$ cat src/rtl/bseq_pkg.sv
package bseq_pkg;
  localparam int ACK_W = 2;

  typedef enum logic [2:0] {
    ST_IDLE,
    ST_S0,
    ST_S1,
    ST_S2,
    ST_S3,
    ST_S4,
    ST_S5
  } bstate_t;

  typedef struct packed {
    logic             err;
    logic [ACK_W-1:0] port;
  } term_t;
endpackage

$ cat src/rtl/bseq_sync.sv
module bseq_sync #(
  parameter int WIDTH  = 1,
  parameter int STAGES = 2
) (
  input  logic             clk,
  input  logic             rst_n,
  input  logic             en,
  input  logic [WIDTH-1:0] d,
  output logic [WIDTH-1:0] q
);
  generate
    if (STAGES <= 1) begin : g_single
      logic [WIDTH-1:0] stg;
      always_ff @(posedge clk) begin
        if (!rst_n)  stg <= '0;
        else if (en) stg <= d;
      end
      assign q = stg;
    end else begin : g_chain
      logic [STAGES-1:0][WIDTH-1:0] stg;
      always_ff @(posedge clk) begin
        if (!rst_n)  stg <= '0;
        else if (en) stg <= {stg[STAGES-2:0], d};
      end
      assign q = stg[STAGES-1];
    end
  endgenerate
endmodule

$ cat src/rtl/bseq_ctrl.sv
module bseq_ctrl
  import bseq_pkg::*;
(
  input  logic             clk,
  input  logic             rst_n,
  input  logic             req_valid,
  input  logic [ACK_W-1:0] ack_s,
  input  logic             berr_s,
  output logic             phase_hi,
  output logic             req_ready,
  output logic             accept,
  output logic             take_term,
  output logic             take_data,
  output logic             finish,
  output logic             astb,
  output logic             dstb_late
);
  bstate_t state, state_nx;
  logic    line_busy;

  // bus clock phase: high half precedes a falling edge
  always_ff @(posedge clk) begin
    if (!rst_n) phase_hi <= 1'b0;
    else        phase_hi <= ~phase_hi;
  end

  assign line_busy = (|ack_s) | berr_s;
  assign req_ready = (state == ST_IDLE) && !phase_hi && !line_busy;
  assign accept    = req_valid && req_ready;

  always_comb begin
    state_nx = state;
    unique case (state)
      ST_IDLE: if (accept) state_nx = ST_S0;
      ST_S0:   state_nx = ST_S1;
      ST_S1:   state_nx = ST_S2;
      ST_S2:   state_nx = ST_S3;
      ST_S3:   state_nx = line_busy ? ST_S4 : ST_S2;  // wait clock = S2/S3 again
      ST_S4:   state_nx = ST_S5;
      ST_S5:   state_nx = ST_IDLE;
      default: state_nx = ST_IDLE;
    endcase
  end

  always_ff @(posedge clk) begin
    if (!rst_n) state <= ST_IDLE;
    else        state <= state_nx;
  end

  assign take_term = (state == ST_S3) && line_busy;  // rising edge opening S4
  assign take_data = (state == ST_S4);               // falling edge closing S4
  assign finish    = (state == ST_S5);
  assign astb      = (state inside {ST_S1, ST_S2, ST_S3, ST_S4, ST_S5});
  assign dstb_late = (state inside {ST_S2, ST_S3, ST_S4, ST_S5});
endmodule

$ cat src/rtl/bseq_capture.sv
module bseq_capture
  import bseq_pkg::*;
#(
  parameter int ADDR_W = 32,
  parameter int DATA_W = 32
) (
  input  logic              clk,
  input  logic              rst_n,
  input  logic              accept,
  input  logic              take_term,
  input  logic              take_data,
  input  logic              finish,
  input  logic              req_write,
  input  logic [ADDR_W-1:0] req_addr,
  input  logic [DATA_W-1:0] req_wdata,
  input  logic [ACK_W-1:0]  ack_s,
  input  logic              berr_s,
  input  logic [DATA_W-1:0] bus_din,
  input  logic              bus_cinh,
  output logic              write_q,
  output logic [ADDR_W-1:0] addr_q,
  output logic [DATA_W-1:0] wdata_q,
  output logic [DATA_W-1:0] rdata_q,
  output term_t             term_q,
  output logic              cinh_q,
  output logic              done_q
);
  term_t term_nx;

  always_comb begin
    term_nx.err  = berr_s;
    term_nx.port = berr_s ? '0 : ack_s;
  end

  always_ff @(posedge clk) begin
    if (!rst_n) begin
      write_q <= 1'b0;
      addr_q  <= '0;
      wdata_q <= '0;
    end else if (accept) begin
      write_q <= req_write;
      addr_q  <= req_addr;
      wdata_q <= req_wdata;
    end
  end

  always_ff @(posedge clk) begin
    if (!rst_n) begin
      term_q <= '0;
      cinh_q <= 1'b0;
    end else if (take_term) begin
      term_q <= term_nx;
      cinh_q <= !write_q && bus_cinh;
    end
  end

  always_ff @(posedge clk) begin
    if (!rst_n)                                   rdata_q <= '0;
    else if (take_data && !write_q && !term_q.err) rdata_q <= bus_din;
  end

  always_ff @(posedge clk) begin
    if (!rst_n) done_q <= 1'b0;
    else        done_q <= finish;
  end
endmodule

$ cat src/rtl/bus_seq_master.sv
module bus_seq_master
  import bseq_pkg::*;
#(
  parameter int ADDR_W      = 32,
  parameter int DATA_W      = 32,
  parameter int SYNC_STAGES = 2
) (
  input  logic              clk,
  input  logic              rst_n,
  input  logic              req_valid,
  output logic              req_ready,
  input  logic              req_write,
  input  logic [ADDR_W-1:0] req_addr,
  input  logic [DATA_W-1:0] req_wdata,
  output logic              rsp_valid,
  output logic [DATA_W-1:0] rsp_data,
  output logic              rsp_err,
  output logic [ACK_W-1:0]  rsp_port,
  output logic              rsp_cinh,
  output logic              bus_clk,
  output logic [ADDR_W-1:0] bus_addr,
  output logic              bus_rnw,
  output logic [DATA_W-1:0] bus_dout,
  output logic              bus_astb,
  output logic              bus_dstb,
  input  logic [DATA_W-1:0] bus_din,
  input  logic [ACK_W-1:0]  bus_ack,
  input  logic              bus_berr,
  input  logic              bus_cinh
);
  localparam int SYNC_W = ACK_W + 1;

  logic              phase_hi, accept, take_term, take_data, finish;
  logic              astb, dstb_late, write_q;
  logic [SYNC_W-1:0] sync_q;
  logic [ACK_W-1:0]  ack_s;
  logic              berr_s;
  logic [DATA_W-1:0] wdata_q;
  term_t             term_q;

  bseq_sync #(.WIDTH(SYNC_W), .STAGES(SYNC_STAGES)) u_sync (
    .clk  (clk),
    .rst_n(rst_n),
    .en   (phase_hi),
    .d    ({bus_berr, bus_ack}),
    .q    (sync_q)
  );
  assign berr_s = sync_q[SYNC_W-1];
  assign ack_s  = sync_q[ACK_W-1:0];

  bseq_ctrl u_ctrl (
    .clk      (clk),
    .rst_n    (rst_n),
    .req_valid(req_valid),
    .ack_s    (ack_s),
    .berr_s   (berr_s),
    .phase_hi (phase_hi),
    .req_ready(req_ready),
    .accept   (accept),
    .take_term(take_term),
    .take_data(take_data),
    .finish   (finish),
    .astb     (astb),
    .dstb_late(dstb_late)
  );

  bseq_capture #(.ADDR_W(ADDR_W), .DATA_W(DATA_W)) u_cap (
    .clk      (clk),
    .rst_n    (rst_n),
    .accept   (accept),
    .take_term(take_term),
    .take_data(take_data),
    .finish   (finish),
    .req_write(req_write),
    .req_addr (req_addr),
    .req_wdata(req_wdata),
    .ack_s    (ack_s),
    .berr_s   (berr_s),
    .bus_din  (bus_din),
    .bus_cinh (bus_cinh),
    .write_q  (write_q),
    .addr_q   (bus_addr),
    .wdata_q  (wdata_q),
    .rdata_q  (rsp_data),
    .term_q   (term_q),
    .cinh_q   (rsp_cinh),
    .done_q   (rsp_valid)
  );

  assign bus_clk  = phase_hi;
  assign bus_rnw  = !write_q;
  assign bus_dout = write_q ? wdata_q : '0;
  assign bus_astb = astb;
  assign bus_dstb = write_q ? dstb_late : astb;
  assign rsp_err  = term_q.err;
  assign rsp_port = term_q.port;
endmodule

$ cat config.mk
export PLATFORM = sky130hd
export DESIGN_NAME = bus_seq_master
export DESIGN_NICKNAME = d
export VERILOG_FILES = /design/src/rtl/bseq_pkg.sv /design/src/rtl/bseq_sync.sv /design/src/rtl/bseq_ctrl.sv /design/src/rtl/bseq_capture.sv /design/src/rtl/bus_seq_master.sv
export SDC_FILE = /design/constraint.sdc
export NUM_CORES = 1
export LEC_CHECK = 0
export ABC_AREA = 1
export BUFFER_PORTS_ARGS = -buffer_cell sky130_fd_sc_hd__buf_4
export CAP_MARGIN = 20
export CORE_MARGIN = 2
export CORE_UTILIZATION = 43
export DETAILED_ROUTE_END_ITERATION = 6
export HOLD_SLACK_MARGIN = 0.08
export PLACE_DENSITY = 0.74
export SYNTH_ARGS = -nofsm -noshare
export SYNTH_HDL_FRONTEND = slang
export SYNTH_SLANG_ARGS = --single-unit
$ cat constraint.sdc
create_clock -name clk -period 1.1 [get_ports clk]
set_input_delay 0 -clock clk [delete_from_list [all_inputs] [get_ports clk]]
set_output_delay 0 -clock clk [all_outputs]
set_load 0.005 [all_outputs]
==> summary.md, run 1 <==
The most used flip-flop cell after synthesis is sky130_fd_sc_hd__dfxtp_1. The number of flip-flops and latches in the synthesized netlist came out at 112. The Yosys step of the flow raised 0 warnings.

Synthesis produced 726 cells. Summed over all nets, the half-perimeter wirelength after detailed placement is 8900 um. Ranked by total cell area, the synthesized netlist is headed by sky130_fd_sc_hd__dfxtp_1, sky130_fd_sc_hd__nor2_1, sky130_fd_sc_hd__nand2_1. The number of synthesized flops with an enable pin came out at 0.

The first error in the log reads "[ERROR DPL-0033] detailed placement checks failed during check placement". Once the floorplan was initialized, standard cells occupied 44.5% of the core. In the synthesized netlist the async set-or-reset flop fraction comes to 0%.

The clock sink count was 112. The area of the mapped netlist was 0.00487 mm^2; the post-synth net total was 831. The routability congestion estimate from global placement was 0.836. The floorplan step set the die height to 110 um.

For the number of CTS-inserted buffers, the log shows 9. The average footprint of a synthesized cell is 6.70 um^2. The tree is rooted in a sky130_fd_sc_hd__clkbuf_16.

The top cell type's share of synthesized area is 46.1%. After detailed placement, the design holds a cell count of 1058. The largest total area in the synthesized netlist belongs to sky130_fd_sc_hd__dfxtp_1.

The logs give 210 for the number of top-level pins and 38 for the site row count. The number of input and output port buffers inserted works out to 209. Post-synthesis cell type count: 19. The kind of pin the worst path terminates on is a top-level output. For the portion of the post-synthesis area used by sequential elements, the log shows 46.1%. The maximum number of pins on one net before global-route repair was 46; the die span in x was 110 um. The buffer levels on the longest clock path came out at 2. The tools report the worst endpoint after global-route timing repair as bus_dstb. Yosys instantiated no cell more often than sky130_fd_sc_hd__nor2_1. The flow stopped in global routing (5_1_grt).

The flow did not finish. In this run the number of H-tree levels came out at 3. The tools report the number of antenna violations at the first check in global routing as 4. Sorting the synthesized cells by how often they occur yields sky130_fd_sc_hd__nor2_1, sky130_fd_sc_hd__dfxtp_1, sky130_fd_sc_hd__nand2_1, sky130_fd_sc_hd__inv_1, sky130_fd_sc_hd__nand3_1.
## cells by family after synthesis
logic type	Yosys count	share of synthesized area (%)
flops	112	46.1
fa+ha+maj	1	0.257
compound gates	110	11.4
buf+inv	159	13.6
simple gates	344	28.7
## timing repair
action,in CTS
gates cloned,25
endpoints found under the hold margin,101
endpoints found under the setup margin,138
setup buffers,41
resized for setup,247
pin swaps,26
hold buffers,103
## stage by stage
| step | setup TNS, ps | setup slack [ps] | instance area, um^2 | util, % |
|---|---|---|---|---|
| 2_1_floorplan | -4590 | -81.0 | 4940 | - |
| 3_3_place_gp | -16380 | -208 | 6750 | 61.7 |
| 3_5_place_dp | -17640 | -227 | 6750 | 61.7 |
| 4_1_cts | -34160 | -386 | 9950 | 90.9 |
==> run 2, diff against run 1 <==
--- a/config.mk
+++ b/config.mk
@@ -9,10 +9,9 @@
 export BUFFER_PORTS_ARGS = -buffer_cell sky130_fd_sc_hd__buf_4
 export CAP_MARGIN = 20
 export CORE_MARGIN = 2
-export CORE_UTILIZATION = 43
+export CORE_UTILIZATION = 40
 export DETAILED_ROUTE_END_ITERATION = 6
-export HOLD_SLACK_MARGIN = 0.08
-export PLACE_DENSITY = 0.74
+export PLACE_DENSITY_LB_ADDON = 0.15
 export SYNTH_ARGS = -nofsm -noshare
 export SYNTH_HDL_FRONTEND = slang
 export SYNTH_SLANG_ARGS = --single-unit
==> constraint.sdc (replaced) <==
create_clock -name clk -period 1.4 [get_ports clk]
set_input_delay 0 -clock clk [delete_from_list [all_inputs] [get_ports clk]]
set_output_delay 0 -clock clk [all_outputs]
set_load 0.005 [all_outputs]
==> summary.md, run 2 <==
The run finished, with violations left. The checks that failed: negative setup slack. The number of buffers and inverters on the critical path is 3.

The analysis attributes to cell leakage a power of 4.20 nW. The stage delay of the slowest cell on the critical path was 360 ps. Headroom to the max-slew limit came out at 76.3%. Worst hold path class: in2reg. Final worst slack: -75.6 ps. For the routability congestion estimate from global placement, the log shows 0.829 (-0.77%).

The total of max-cap violations came out at 0. Setup violations remaining at the end of the flow were counted as 2. The post-synthesis to final-layout area growth was 67.4%. In the final design database the tool counted 1137 nets. The site row count is 40 (+5.3%), and the total instance count after detailed placement is 1051 (-0.66%). Summing all multi-input logic gate instances after layout gives 0.00203 mm^2. Entering global routing, the biggest net connects 75 pins. In the final layout, the registers with the most flip-flops are u_cap.addr_q x32, u_cap.rdata_q x32, u_cap.wdata_q x32.

In this run the worst path has a maximum fanout of 3. Dividing the detail-routed wire length by the instance count gives 12.9 um. The count of antenna-violating nets left after detailed routing was 0. The number of flip-flops and latches in the synthesized netlist is 112 (unchanged). Walking the worst path, the cells encountered are buf_6 -> ha_4 -> inv_2 -> nand2_2 -> nor2_1 -> a31oi_1 -> buf_4. Global routing finished with a remaining overflow of 0. Once layout is complete, the cells apart from fillers number 1185. For the pin with the worst max-slew slack, the measured transition is 356 ps.

The die covers 0.0131 mm^2. The via density per instance is 4.75. The commonest non-fill, non-tap cell in the layout is sky130_fd_sc_hd__buf_4.

The tools report the via count of the first global-routing pass as 5115. The logs give 0.00225 mm^2 for the combined flip-flop and latch cell area and 68.1% for the utilization after layout. The clock reaches the later pin of the worst-skew pair after 340 ps. Highest ir drop seen on vdd: 0.504 mV. The tools report the endpoint class of the critical path as an output pin. Summing over every cut layer, the via total after detailed routing is 5624. Power spread over the standard cell area amounts to 967 mW/mm^2. Die span in x: 114 um (+3.6%).

For this run, the total global-route usage over all layers was measured as 21.4%. The number of synthesized flops with an enable pin was 0 (unchanged); the final setup skew was 6.77 ps. The cell type with the highest aggregate area in the netlist was sky130_fd_sc_hd__dfxtp_1. The period utilization is 105%. By instance count, the leading cell after synthesis is sky130_fd_sc_hd__nor2_1.

The tools report the number of antenna violations at the first check in global routing as 0. Counting I/O delays and the setup requirement, the final critical path takes 1480 ps. Timing would allow up to 678 MHz.

Average footprint of a synthesized cell: 6.70 um^2 (unchanged). The number of input and output port buffers inserted was 209 (unchanged); the portion of the post-synthesis area used by sequential elements was 46.1% (unchanged). Die height: 114 um (+3.6%). Cells with a size suffix above 1 make up 27.7% of the layout. After routing the design area is 0.00815 mm^2. For this run, design rule violations remaining after detail routing come to 0.

The logs give 726 (unchanged) for the post-synthesis instance total and 8870 um (-0.32%) for the HPWL reported at the end of detailed placement. Clock-pin slew was measured on the worst setup and hold paths at 70 ps. The pre-CTS setup slack was 4.69 ps (+231 ps). Setup repair after global routing could not meet its margin everywhere. The worst setup path is launched from a flip-flop.

The logs give 831 (unchanged) for the post-synth net total and 210 (unchanged) for the number of top-level pins. For the number of fillers in the final layout, the log shows 974. The number of max-slew violations in the final report came out at 0. On the critical path the largest part of the delay comes from flip-flops. Overall power consumption after layout is estimated at 7.88 mW. The instance area at placement came out at 0.00658 mm^2 (-2.5%). The worst setup path is of the reg2out kind. The top cell type's share of synthesized area came out at 46.1% (unchanged). The tools report the count of routing violations after the opening detailed-route iteration as 407.

The starting utilization of the core area came out at 40.7% (-3.8 points). Among all flip-flop cells after synthesis, the most frequent one is sky130_fd_sc_hd__dfxtp_1. The final number of hold-violating endpoints is 0.

Yosys attributes the largest share of cell area to sky130_fd_sc_hd__dfxtp_1, sky130_fd_sc_hd__nor2_1, sky130_fd_sc_hd__nand2_1. For the worst setup path, the data arrival time is 1480 ps. On the critical path, the stage with the largest delay is an instance of sky130_fd_sc_hd__dfxtp_4.

The clock sink count was 112 (unchanged). The logs give 0.00487 mm^2 (unchanged) for the area of the mapped netlist and 0 (unchanged) for the count of synthesis-stage warnings from yosys. The first detailed-routing pass ran for 4 iterations. The number of CTS-inserted buffers is 9 (unchanged). TritonCTS built the clock tree. The slack of the worst reg-to-reg path was 20 ps; the H-tree depth reported by CTS was 3 (unchanged). The first global-routing pass estimated 22700 um of wire.

The required time of the critical path came out at 1400 ps. The total area inside the core boundary comes to 0.0120 mm^2. The routed wire length is 15300 um. The top cell types in the final layout, fill and taps aside, are sky130_fd_sc_hd__buf_4, sky130_fd_sc_hd__nor2_1, sky130_fd_sc_hd__nand2_1. The cell sitting at the root of the clock tree is a sky130_fd_sc_hd__clkbuf_16.

Sorting the synthesized cells by how often they occur yields sky130_fd_sc_hd__nor2_1, sky130_fd_sc_hd__dfxtp_1, sky130_fd_sc_hd__nand2_1, sky130_fd_sc_hd__inv_1, sky130_fd_sc_hd__nand3_1. The buffer levels on the longest clock path is 2 (unchanged), and the post-synthesis cell type count is 19 (unchanged). The async set-reset flop share out of synthesis came out at 0% (unchanged).
run 2: cell counts after synthesis:
Identical to the previous run, type by type.
run 2: metrics by stage:
| step | hold WS, ps | setup TNS, ps |
|---|---|---|
| final | 24.7 | -146 |
| after CTS | 13.1 | -1090 |
| after floorplan | 135 | 0 |
| after global placement | 224 | 0 |
| after global routing | 30.9 | -2910 |
| after detailed placement | 229 | 0 |
run 2: what timing repair did:
action / 4_1_cts / 5_1_grt
hold endpoints to repair: 100 / 0
gates cloned: 0 / 5
endpoints found under the setup margin: 37 / 125
pin swaps: 5 / 8
buffers inserted: 7 / 5
gates resized for setup: 15 / 29
hold buffers: 100 / 0
run 2: worst paths after layout:
kind / to / cells after the start / start
worst max-delay path: bus_dstb / 7 / u_ctrl.state[1]$_SDFFE_PN0P_
worst min-delay path: u_cap.wdata_q[12]$_SDFFE_PN0P_ / 5 / req_wdata[12]
worst max register to register: u_cap.rdata_q[23]$_SDFFE_PN0P_ / 6 / u_ctrl.state[1]$_SDFFE_PN0P_
worst min register to register: u_cap.term_q[1]$_SDFFE_PN0P_ / 2 / u_cap.term_q[1]$_SDFFE_PN0P_
run 2: final cells by class:
cell class | count | area share [%]
Multi-Input combinational cell | 455 | 25.0
Clock inverter | 3 | 0.215
Clock buffer | 13 | 3.07
Timing Repair Buffer | 347 | 36.9
Antenna cell | 1 | 0.0307
Inverter | 107 | 4.93
Tap cell | 147 | 2.26
Sequential cell | 112 | 27.7
run 2: worst reg2reg max path: stages, from the launching register on:
cell,delay (ps)
sky130_fd_sc_hd__dfxtp_4,360
sky130_fd_sc_hd__buf_4,140
sky130_fd_sc_hd__nor2_2,140
sky130_fd_sc_hd__nand3_1,160
sky130_fd_sc_hd__buf_6,220
sky130_fd_sc_hd__o21ai_0,190
sky130_fd_sc_hd__nor2_1,70
run 2: layer usage:
layer  routed length, um  GRT usage [%]
met5                   0              0
met4                 407           11.1
met3                1040           5.08
met2                7490           36.9
met1                6340           24.7
run 2: kinds of logic after synthesis:
family | synth area share [%]
DFF | 46.1
adders and majority gates | 0.257
and+or+nand+nor | 28.7
AOI/OAI and AO/OA | 11.4
buffers and inverters | 13.6
run 2: where the power goes:
group	internal (mW)	switching, mW
clock	1.25	1.11
combinational	1.06	0.904
sequential	3.41	0.135
Power figures use the tool's default switching activity.
